<file path="src/rtl/uart_rxirq_pkg.sv">
package uart_rxirq_pkg;

    localparam int BUS_W = 16;

    localparam logic [7:0] ADDR_DATA  = 8'h00;
    localparam logic [7:0] ADDR_LVL   = 8'h34;
    localparam logic [7:0] ADDR_MASK  = 8'h38;
    localparam logic [7:0] ADDR_RAW   = 8'h3C;
    localparam logic [7:0] ADDR_MSK_S = 8'h40;
    localparam logic [7:0] ADDR_CLR   = 8'h44;
    localparam logic [7:0] ADDR_TEST  = 8'h80;

    localparam int BIT_LVL  = 4;
    localparam int BIT_IDLE = 6;
    localparam int BIT_TEST = 1;

    typedef enum logic [1:0] {
        ST_EMPTY = 2'd0,
        ST_WAIT  = 2'd1,
        ST_FIRED = 2'd2
    } idle_state_t;

endpackage

</file>
<file path="src/rtl/rxirq_trig.sv">
module rxirq_trig #(
    parameter int DEPTH = 16,
    parameter int LVL_W = $clog2(DEPTH + 1)
) (
    input  logic [2:0]       code,
    input  logic [LVL_W-1:0] level,
    output logic             at_trig,
    output logic             nonempty
);
    localparam logic [LVL_W-1:0] T_EIGHTH  = LVL_W'(DEPTH / 8);
    localparam logic [LVL_W-1:0] T_QUARTER = LVL_W'(DEPTH / 4);
    localparam logic [LVL_W-1:0] T_HALF    = LVL_W'(DEPTH / 2);
    localparam logic [LVL_W-1:0] T_3Q      = LVL_W'((3 * DEPTH) / 4);
    localparam logic [LVL_W-1:0] T_7E      = LVL_W'((7 * DEPTH) / 8);

    logic [LVL_W-1:0] trig;

    always_comb begin
        unique case (code)
            3'd1:    trig = T_QUARTER;
            3'd2:    trig = T_HALF;
            3'd3:    trig = T_3Q;
            3'd4:    trig = T_7E;
            default: trig = T_EIGHTH;
        endcase
    end

    assign at_trig  = (level >= trig);
    assign nonempty = (level != '0);

endmodule

</file>
<file path="src/rtl/rxirq_idle_fsm.sv">
module rxirq_idle_fsm
    import uart_rxirq_pkg::*;
#(
    parameter int IDLE_BITS = 32,
    parameter int CNT_W     = $clog2(IDLE_BITS + 1)
) (
    input  logic clk,
    input  logic rst_n,
    input  logic nonempty,
    input  logic at_trig,
    input  logic fifo_push,
    input  logic fifo_pop,
    input  logic bit_tick,
    output logic expire
);
    localparam logic [CNT_W-1:0] CNT_END = CNT_W'(IDLE_BITS);

    idle_state_t      state, nxt;
    logic [CNT_W-1:0] cnt;
    logic             activity;

    assign activity = fifo_push | fifo_pop;

    always_ff @(posedge clk or negedge rst_n) begin
        if (!rst_n) state <= ST_EMPTY;
        else        state <= nxt;
    end

    always_comb begin
        nxt    = state;
        expire = 1'b0;
        unique case (state)
            ST_EMPTY: if (nonempty) nxt = ST_WAIT;
            ST_WAIT: begin
                if (!nonempty)      nxt = ST_EMPTY;
                else if (activity)  nxt = ST_WAIT;
                else if (cnt == CNT_END && !at_trig) begin
                    nxt    = ST_FIRED;
                    expire = 1'b1;
                end
            end
            ST_FIRED: begin
                if (!nonempty)     nxt = ST_EMPTY;
                else if (activity) nxt = ST_WAIT;
            end
            default: nxt = ST_EMPTY;
        endcase
    end

    always_ff @(posedge clk or negedge rst_n) begin
        if (!rst_n)
            cnt <= '0;
        else if (state != ST_WAIT || nxt != ST_WAIT || activity)
            cnt <= '0;
        else if (bit_tick && cnt != CNT_END)
            cnt <= cnt + 1'b1;
    end

    AST_DRAIN_TO_EMPTY: assert property (@(posedge clk) disable iff (!rst_n)
        !nonempty |=> (state == ST_EMPTY));

    AST_COUNT_BOUNDED: assert property (@(posedge clk) disable iff (!rst_n)
        (state != ST_WAIT) |=> (cnt == '0) || (state == ST_WAIT));

endmodule

</file>
<file path="src/rtl/rxirq_regs.sv">
module rxirq_regs
    import uart_rxirq_pkg::*;
(
    input  logic             clk,
    input  logic             rst_n,
    input  logic             bus_wr,
    input  logic [7:0]       bus_addr,
    input  logic [BUS_W-1:0] bus_wdata,
    output logic [BUS_W-1:0] bus_rdata,
    input  logic             at_trig,
    input  logic             nonempty,
    input  logic             to_set,
    output logic [2:0]       lvl_code,
    output logic             test_push,
    output logic [7:0]       test_byte,
    output logic             irq
);
    logic             mask_lvl, mask_idle;
    logic             raw_lvl, raw_idle;
    logic             test_en;
    logic             at_trig_q;
    logic             lvl_set;
    logic             wr_lvl, wr_mask, wr_clr, wr_test, wr_data;
    logic [BUS_W-1:0] raw_word, mask_word;
    logic             unused_wbits;

    assign unused_wbits = ^bus_wdata[BUS_W-1:8];

    assign wr_lvl  = bus_wr && (bus_addr == ADDR_LVL);
    assign wr_mask = bus_wr && (bus_addr == ADDR_MASK);
    assign wr_clr  = bus_wr && (bus_addr == ADDR_CLR);
    assign wr_test = bus_wr && (bus_addr == ADDR_TEST);
    assign wr_data = bus_wr && (bus_addr == ADDR_DATA);

    assign lvl_set = at_trig && !at_trig_q;

    always_ff @(posedge clk or negedge rst_n) begin
        if (!rst_n) begin
            lvl_code  <= 3'd0;
            mask_lvl  <= 1'b0;
            mask_idle <= 1'b0;
            test_en   <= 1'b0;
            at_trig_q <= 1'b0;
        end else begin
            at_trig_q <= at_trig;
            if (wr_lvl) lvl_code <= bus_wdata[2:0];
            if (wr_mask) begin
                mask_lvl  <= bus_wdata[BIT_LVL];
                mask_idle <= bus_wdata[BIT_IDLE];
            end
            if (wr_test) test_en <= bus_wdata[BIT_TEST];
        end
    end

    always_ff @(posedge clk or negedge rst_n) begin
        if (!rst_n) begin
            raw_lvl  <= 1'b0;
            raw_idle <= 1'b0;
        end else begin
            if (lvl_set)
                raw_lvl <= 1'b1;
            else if (!at_trig || (wr_clr && bus_wdata[BIT_LVL]))
                raw_lvl <= 1'b0;

            if (to_set)
                raw_idle <= 1'b1;
            else if (!nonempty || (wr_clr && bus_wdata[BIT_IDLE]))
                raw_idle <= 1'b0;
        end
    end

    always_comb begin
        raw_word            = '0;
        raw_word[BIT_LVL]   = raw_lvl;
        raw_word[BIT_IDLE]  = raw_idle;
        mask_word           = '0;
        mask_word[BIT_LVL]  = mask_lvl;
        mask_word[BIT_IDLE] = mask_idle;
    end

    always_comb begin
        unique case (bus_addr)
            ADDR_LVL:   bus_rdata = {{(BUS_W-3){1'b0}}, lvl_code};
            ADDR_MASK:  bus_rdata = mask_word;
            ADDR_RAW:   bus_rdata = raw_word;
            ADDR_MSK_S: bus_rdata = raw_word & mask_word;
            ADDR_TEST:  bus_rdata = {{(BUS_W-2){1'b0}}, test_en, 1'b0};
            default:    bus_rdata = '0;
        endcase
    end

    assign irq       = |(raw_word & mask_word);
    assign test_push = wr_data && test_en;
    assign test_byte = bus_wdata[7:0];

    AST_LVL_DROP: assert property (@(posedge clk) disable iff (!rst_n)
        !at_trig |=> !raw_lvl);

    AST_IDLE_EMPTY: assert property (@(posedge clk) disable iff (!rst_n)
        !nonempty |=> !raw_idle);

    AST_SET_WINS: assert property (@(posedge clk) disable iff (!rst_n)
        to_set |=> raw_idle);

    AST_CLR_LVL: assert property (@(posedge clk) disable iff (!rst_n)
        (wr_clr && bus_wdata[BIT_LVL] && !lvl_set) |=> !raw_lvl);

endmodule

</file>
<file path="src/rtl/uart_rxirq_gen.sv">
module uart_rxirq_gen
    import uart_rxirq_pkg::*;
#(
    parameter int  DEPTH     = 16,
    parameter int  IDLE_BITS = 32,
    localparam int LVL_W     = $clog2(DEPTH + 1)
) (
    input  logic             clk,
    input  logic             rst_n,
    input  logic             bus_wr,
    input  logic [7:0]       bus_addr,
    input  logic [BUS_W-1:0] bus_wdata,
    output logic [BUS_W-1:0] bus_rdata,
    input  logic [LVL_W-1:0] fifo_level,
    input  logic             fifo_push,
    input  logic             fifo_pop,
    input  logic             bit_tick,
    output logic             test_push,
    output logic [7:0]       test_byte,
    output logic             irq
);
    logic [2:0] lvl_code;
    logic       at_trig;
    logic       nonempty;
    logic       expire;

    rxirq_trig #(.DEPTH(DEPTH), .LVL_W(LVL_W)) u_trig (
        .code     (lvl_code),
        .level    (fifo_level),
        .at_trig  (at_trig),
        .nonempty (nonempty)
    );

    rxirq_idle_fsm #(.IDLE_BITS(IDLE_BITS)) u_idle (
        .clk       (clk),
        .rst_n     (rst_n),
        .nonempty  (nonempty),
        .at_trig   (at_trig),
        .fifo_push (fifo_push),
        .fifo_pop  (fifo_pop),
        .bit_tick  (bit_tick),
        .expire    (expire)
    );

    rxirq_regs u_regs (
        .clk       (clk),
        .rst_n     (rst_n),
        .bus_wr    (bus_wr),
        .bus_addr  (bus_addr),
        .bus_wdata (bus_wdata),
        .bus_rdata (bus_rdata),
        .at_trig   (at_trig),
        .nonempty  (nonempty),
        .to_set    (expire),
        .lvl_code  (lvl_code),
        .test_push (test_push),
        .test_byte (test_byte),
        .irq       (irq)
    );

endmodule

</file>
<file path="config.mk">
export PLATFORM = sky130hd
export DESIGN_NAME = uart_rxirq_gen
export DESIGN_NICKNAME = d
export VERILOG_FILES = /design/src/rtl/uart_rxirq_pkg.sv /design/src/rtl/rxirq_trig.sv /design/src/rtl/rxirq_idle_fsm.sv /design/src/rtl/rxirq_regs.sv /design/src/rtl/uart_rxirq_gen.sv
export SDC_FILE = /design/constraint.sdc
export NUM_CORES = 1
export LEC_CHECK = 0
export ABC_AREA = 1
export CAP_MARGIN = 20
export CORE_MARGIN = 1.5
export CORE_UTILIZATION = 40
export DETAILED_ROUTE_END_ITERATION = 8
export DONT_BUFFER_PORTS = 1
export SLEW_MARGIN = 40
export SYNTH_ARGS = -nofsm -noshare
export SYNTH_HDL_FRONTEND = slang
export SYNTH_SLANG_ARGS = --single-unit
export TNS_END_PERCENT = 10
</file>
<file path="constraint.sdc">
create_clock -name clk -period 1.8 [get_ports clk]
set_input_delay 0.18 -clock clk [delete_from_list [all_inputs] [get_ports clk]]
set_output_delay 0.18 -clock clk [all_outputs]
set_load 0.01 [all_outputs]
</file>
==> results.toml <==
[outcome]
run_status = "complete, no violations"

[final_layout]
layout_common_cells = "26 x sky130_fd_sc_hd__inv_1, 22 x sky130_fd_sc_hd__nand2_1, 19 x sky130_fd_sc_hd__nor2_1"
layout-drive-gt1-share_pct = 16.67
layout.cells.most_common = "sky130_fd_sc_hd__inv_1"
finalInstanceArea_mm2 = 0.001379
fin_util_pct = 45.16
num-nets-final = 215
antennaDiodeCount = 0
layout.cells.non_filler = 218
area_delta_synth_final_pct = 7.198

[placement]
gp_weighted_congestion = 0.8358
buffer_ports.inserted = 0
dp.cells = 210
dpl_cell_area_mm2 = 0.001259
post-dp-hpwl_um = 1927

[setup_path]
cp_max_fo = 2
cp-end-kind = "flop"
rr_startpoint = "u_regs.lvl_code[1]$_DFFE_PN0P_"
timing.reg2reg.setup_slack_ns = 0.08
worst_ep_arrival_time_ns = 1.92
timing.reg2reg.worst_path_depth = 10
timing.critical_path.cells = "o21ai_2 > o21ai_2 > ha_1 > nand2_2 > nor2_2 > nor2_4 > nand4_4 > buf_6 > nand2_2 > nor2_1"
cp.required_ns = 1.99
crit-reg2reg-capture = "u_idle.state[0]$_DFF_PN0_"
max_stage_delay_ns = 0.40
worst_setup_path_start_kind = "flop"
cp_slowest_cell = "sky130_fd_sc_hd__dfrtp_1"
critical_path_class = "flop to flop"
crit_start = "u_regs.lvl_code[1]$_DFFE_PN0P_"

[synthesis]
synth_top_area_cell = "sky130_fd_sc_hd__dfrtp_1"
synthesis.instances = 172
post_synth_fa_ha_maj_area_fraction_pct = 4.864
synth_enable_flop_cells = 0
synthXorXnorAreaFrac_pct = 3.405
synth_top_family_by_area = "simple AND/OR/NAND/NOR gates"
syn_area_per_cell_um2 = 7.478
most_area_consuming_cells_after_synthesis = "sky130_fd_sc_hd__dfrtp_1 33%, sky130_fd_sc_hd__buf_4 11%, sky130_fd_sc_hd__inv_1 7.6%"
postSynth.topFlopCell = "sky130_fd_sc_hd__dfrtp_1"
post-synth-top-area-fraction_pct = 33.07
syn-cell-area_mm2 = 0.001286
synthMuxAreaShare_pct = 0
number_of_warnings_issued_by_yosys = 0
synth.distinct_cells = 26
ys_seq_elements = 17
async_reset_ff_share_pct = 100.0
synth_compound_gate_area_share_pct = 7.198
synth_simple_gate_area_share_pct = 32.20
synth_seq_area_share_pct = 33.07

[sta]
layout_worst_path_cycle_share_pct = 95.62
final_max_slew_viol_count = 0
timing.final.setup_violations = 0
fmax_ghz = 0.5810
report.final.hold_viol_count = 0
worst_case_clock_skew_ns = 0.001184
timing.hold.ws_ns = 0.01048
finalWorstPathRequiredPeriod_ns = 1.721
grt_setup_unrepaired = "yes"

[floorplanning]
initial_core_util_pct = 42.13
fp.dieW_um = 59.71
design.portCount = 61
design.die.area_mm2 = 0.003565
die-height_um = 59.71
core_area_mm2 = 0.003053
standard_cell_rows = 20

[route]
drt-total-wl_um = 2350
dr_total_vias = 1038
drc_errors = 0
drt_pre_antenna_iters = 4
wl_cell_um = 10.78
routed_via_density = 4.761
initialDrtViolationCount = 59
drt.antenna.violating_nets = 0

[clocking]
cts_num_sinks = 17
path_clk_slew_ns = 0.09
clock_tree_from_tritoncts = "built"
tritoncts.num_buffers = 3
clock_latency_ns = 0.29
max-clock-path-buffers = 2
cts-htree-levels = 1
cts.root.buffer_cell = "sky130_fd_sc_hd__clkbuf_4"

[global_routing]
number_of_antenna_violations_at_the_first_check_in_global_routing = 0
first_pass_grt_wire_length_um = 3898
grt.total_usage_pct = 14.47
grt_overflow_total = 0
grt_pass1_vias = 981
maximum_number_of_pins_on_one_net_before_global_route_repair = 18

[power]
static-leakage-power_nw = 0.6447
total_power_mw = 0.7362
ir_worst_vdd_uv = 255.7
power_per_cell_area_mw_per_mm2 = 533.9

[hold_path]
hold_path_depth = 2
hold_start = "bus_wdata[6]"
hold_end = "u_regs.mask_idle$_DFFE_PN0P_"
hold_path.class = "input port to flop"

[flow_run]
maxCapViolations = 0
worst max-delay path by stage:
stage | slack (ns) | endpoint
after floorplan | 0.17 | u_idle.cnt[0]$_DFFE_PN0P_
final | 0.08 | u_idle.state[0]$_DFF_PN0_
after global placement | 0.04 | u_idle.cnt[1]$_DFFE_PN0P_
after CTS | 0.03 | u_idle.state[1]$_DFF_PN0_
after global routing | -0.05 | u_idle.state[0]$_DFF_PN0_
after detailed placement | -0.08 | u_idle.cnt[4]$_DFFE_PN0P_
sequential cells by signal, indices dropped and copies added (netlist names):
signal / flops
u_idle.cnt: 6
u_idle.state: 2
u_regs.at_trig_q: 1
u_regs.lvl_code: 3
u_regs.mask_idle: 1
u_regs.mask_lvl: 1
u_regs.raw_idle: 1
u_regs.raw_lvl: 1
u_regs.test_en: 1
Yosys cell counts (3+ instances only):
cell type,n
sky130_fd_sc_hd__dfrtp_1,17
sky130_fd_sc_hd__inv_1,26
sky130_fd_sc_hd__xor2_1,5
sky130_fd_sc_hd__nor3_1,4
sky130_fd_sc_hd__buf_4,19
sky130_fd_sc_hd__a21oi_1,5
sky130_fd_sc_hd__nand4_2,3
sky130_fd_sc_hd__ha_1,5
sky130_fd_sc_hd__nand2_1,25
sky130_fd_sc_hd__o21ai_0,5
sky130_fd_sc_hd__nand4_1,3
sky130_fd_sc_hd__o21ai_1,4
sky130_fd_sc_hd__nor2_1,22
sky130_fd_sc_hd__nand3_1,16
metal layers:
metal | GRT usage [%] | share of wire [%] | up-vias
li1 | - | - | 528
met1 | 16.76 | 43 | 470
met2 | 24.22 | 47 | 35
met3 | 3.463 | 7.5 | 5
met4 | 8.254 | 2.1 | 0
met5 | 0 | 0 | -
stage by stage:
step           setup TNS [ns]  setup WS, ns
2_1_floorplan               0        0.1713
3_3_place_gp                0       0.03697
3_5_place_dp          -0.4287      -0.08491
4_1_cts                     0       0.02694
5_1_grt               -0.3030      -0.05473
6_report                    0       0.07878
worst max-delay path: cells and delay by family (launching register included):
family                   cells  cell delay (ns)
flip-flops                   1             0.40
AO/OA/AOI/OAI                2             0.27
buffers and inverters        1             0.15
adder cells (fa/ha/maj)      1             0.32
AND/OR/NAND/NOR              6             0.47
what timing repair did:
action / CTS / global route
setup endpoints to repair: 8 / 9
gates resized for setup: 4 / 15
hold buffers: 2 / 2
pin swaps: 0 / 6
endpoints found under the hold margin: 18 / 18
buffers inserted: 0 / 0
cell families after synthesis:
family / after synthesis
compound gates: 17
xor+xnor: 5
other cells: 1
fa+ha+maj: 5
buf+inv: 46
simple gates: 81
flops: 17
final cells by class:
cell class | count | area [um2]
Fill cell | 322 | 1674
Multi-Input combinational cell | 119 | 709.4
Sequential cell | 17 | 425.4
Inverter | 27 | 101.3
Timing Repair Buffer | 7 | 61.31
Tap cell | 44 | 55.05
Clock buffer | 4 | 26.28
power breakdown:
group,switching [mW],internal [mW],leakage [nW],total [mW]
clock,0.118,0.0865,0.0150,0.205
sequential,0.0124,0.396,0.215,0.408
combinational,0.0785,0.0448,0.415,0.123
Power figures use the tool's default switching activity.
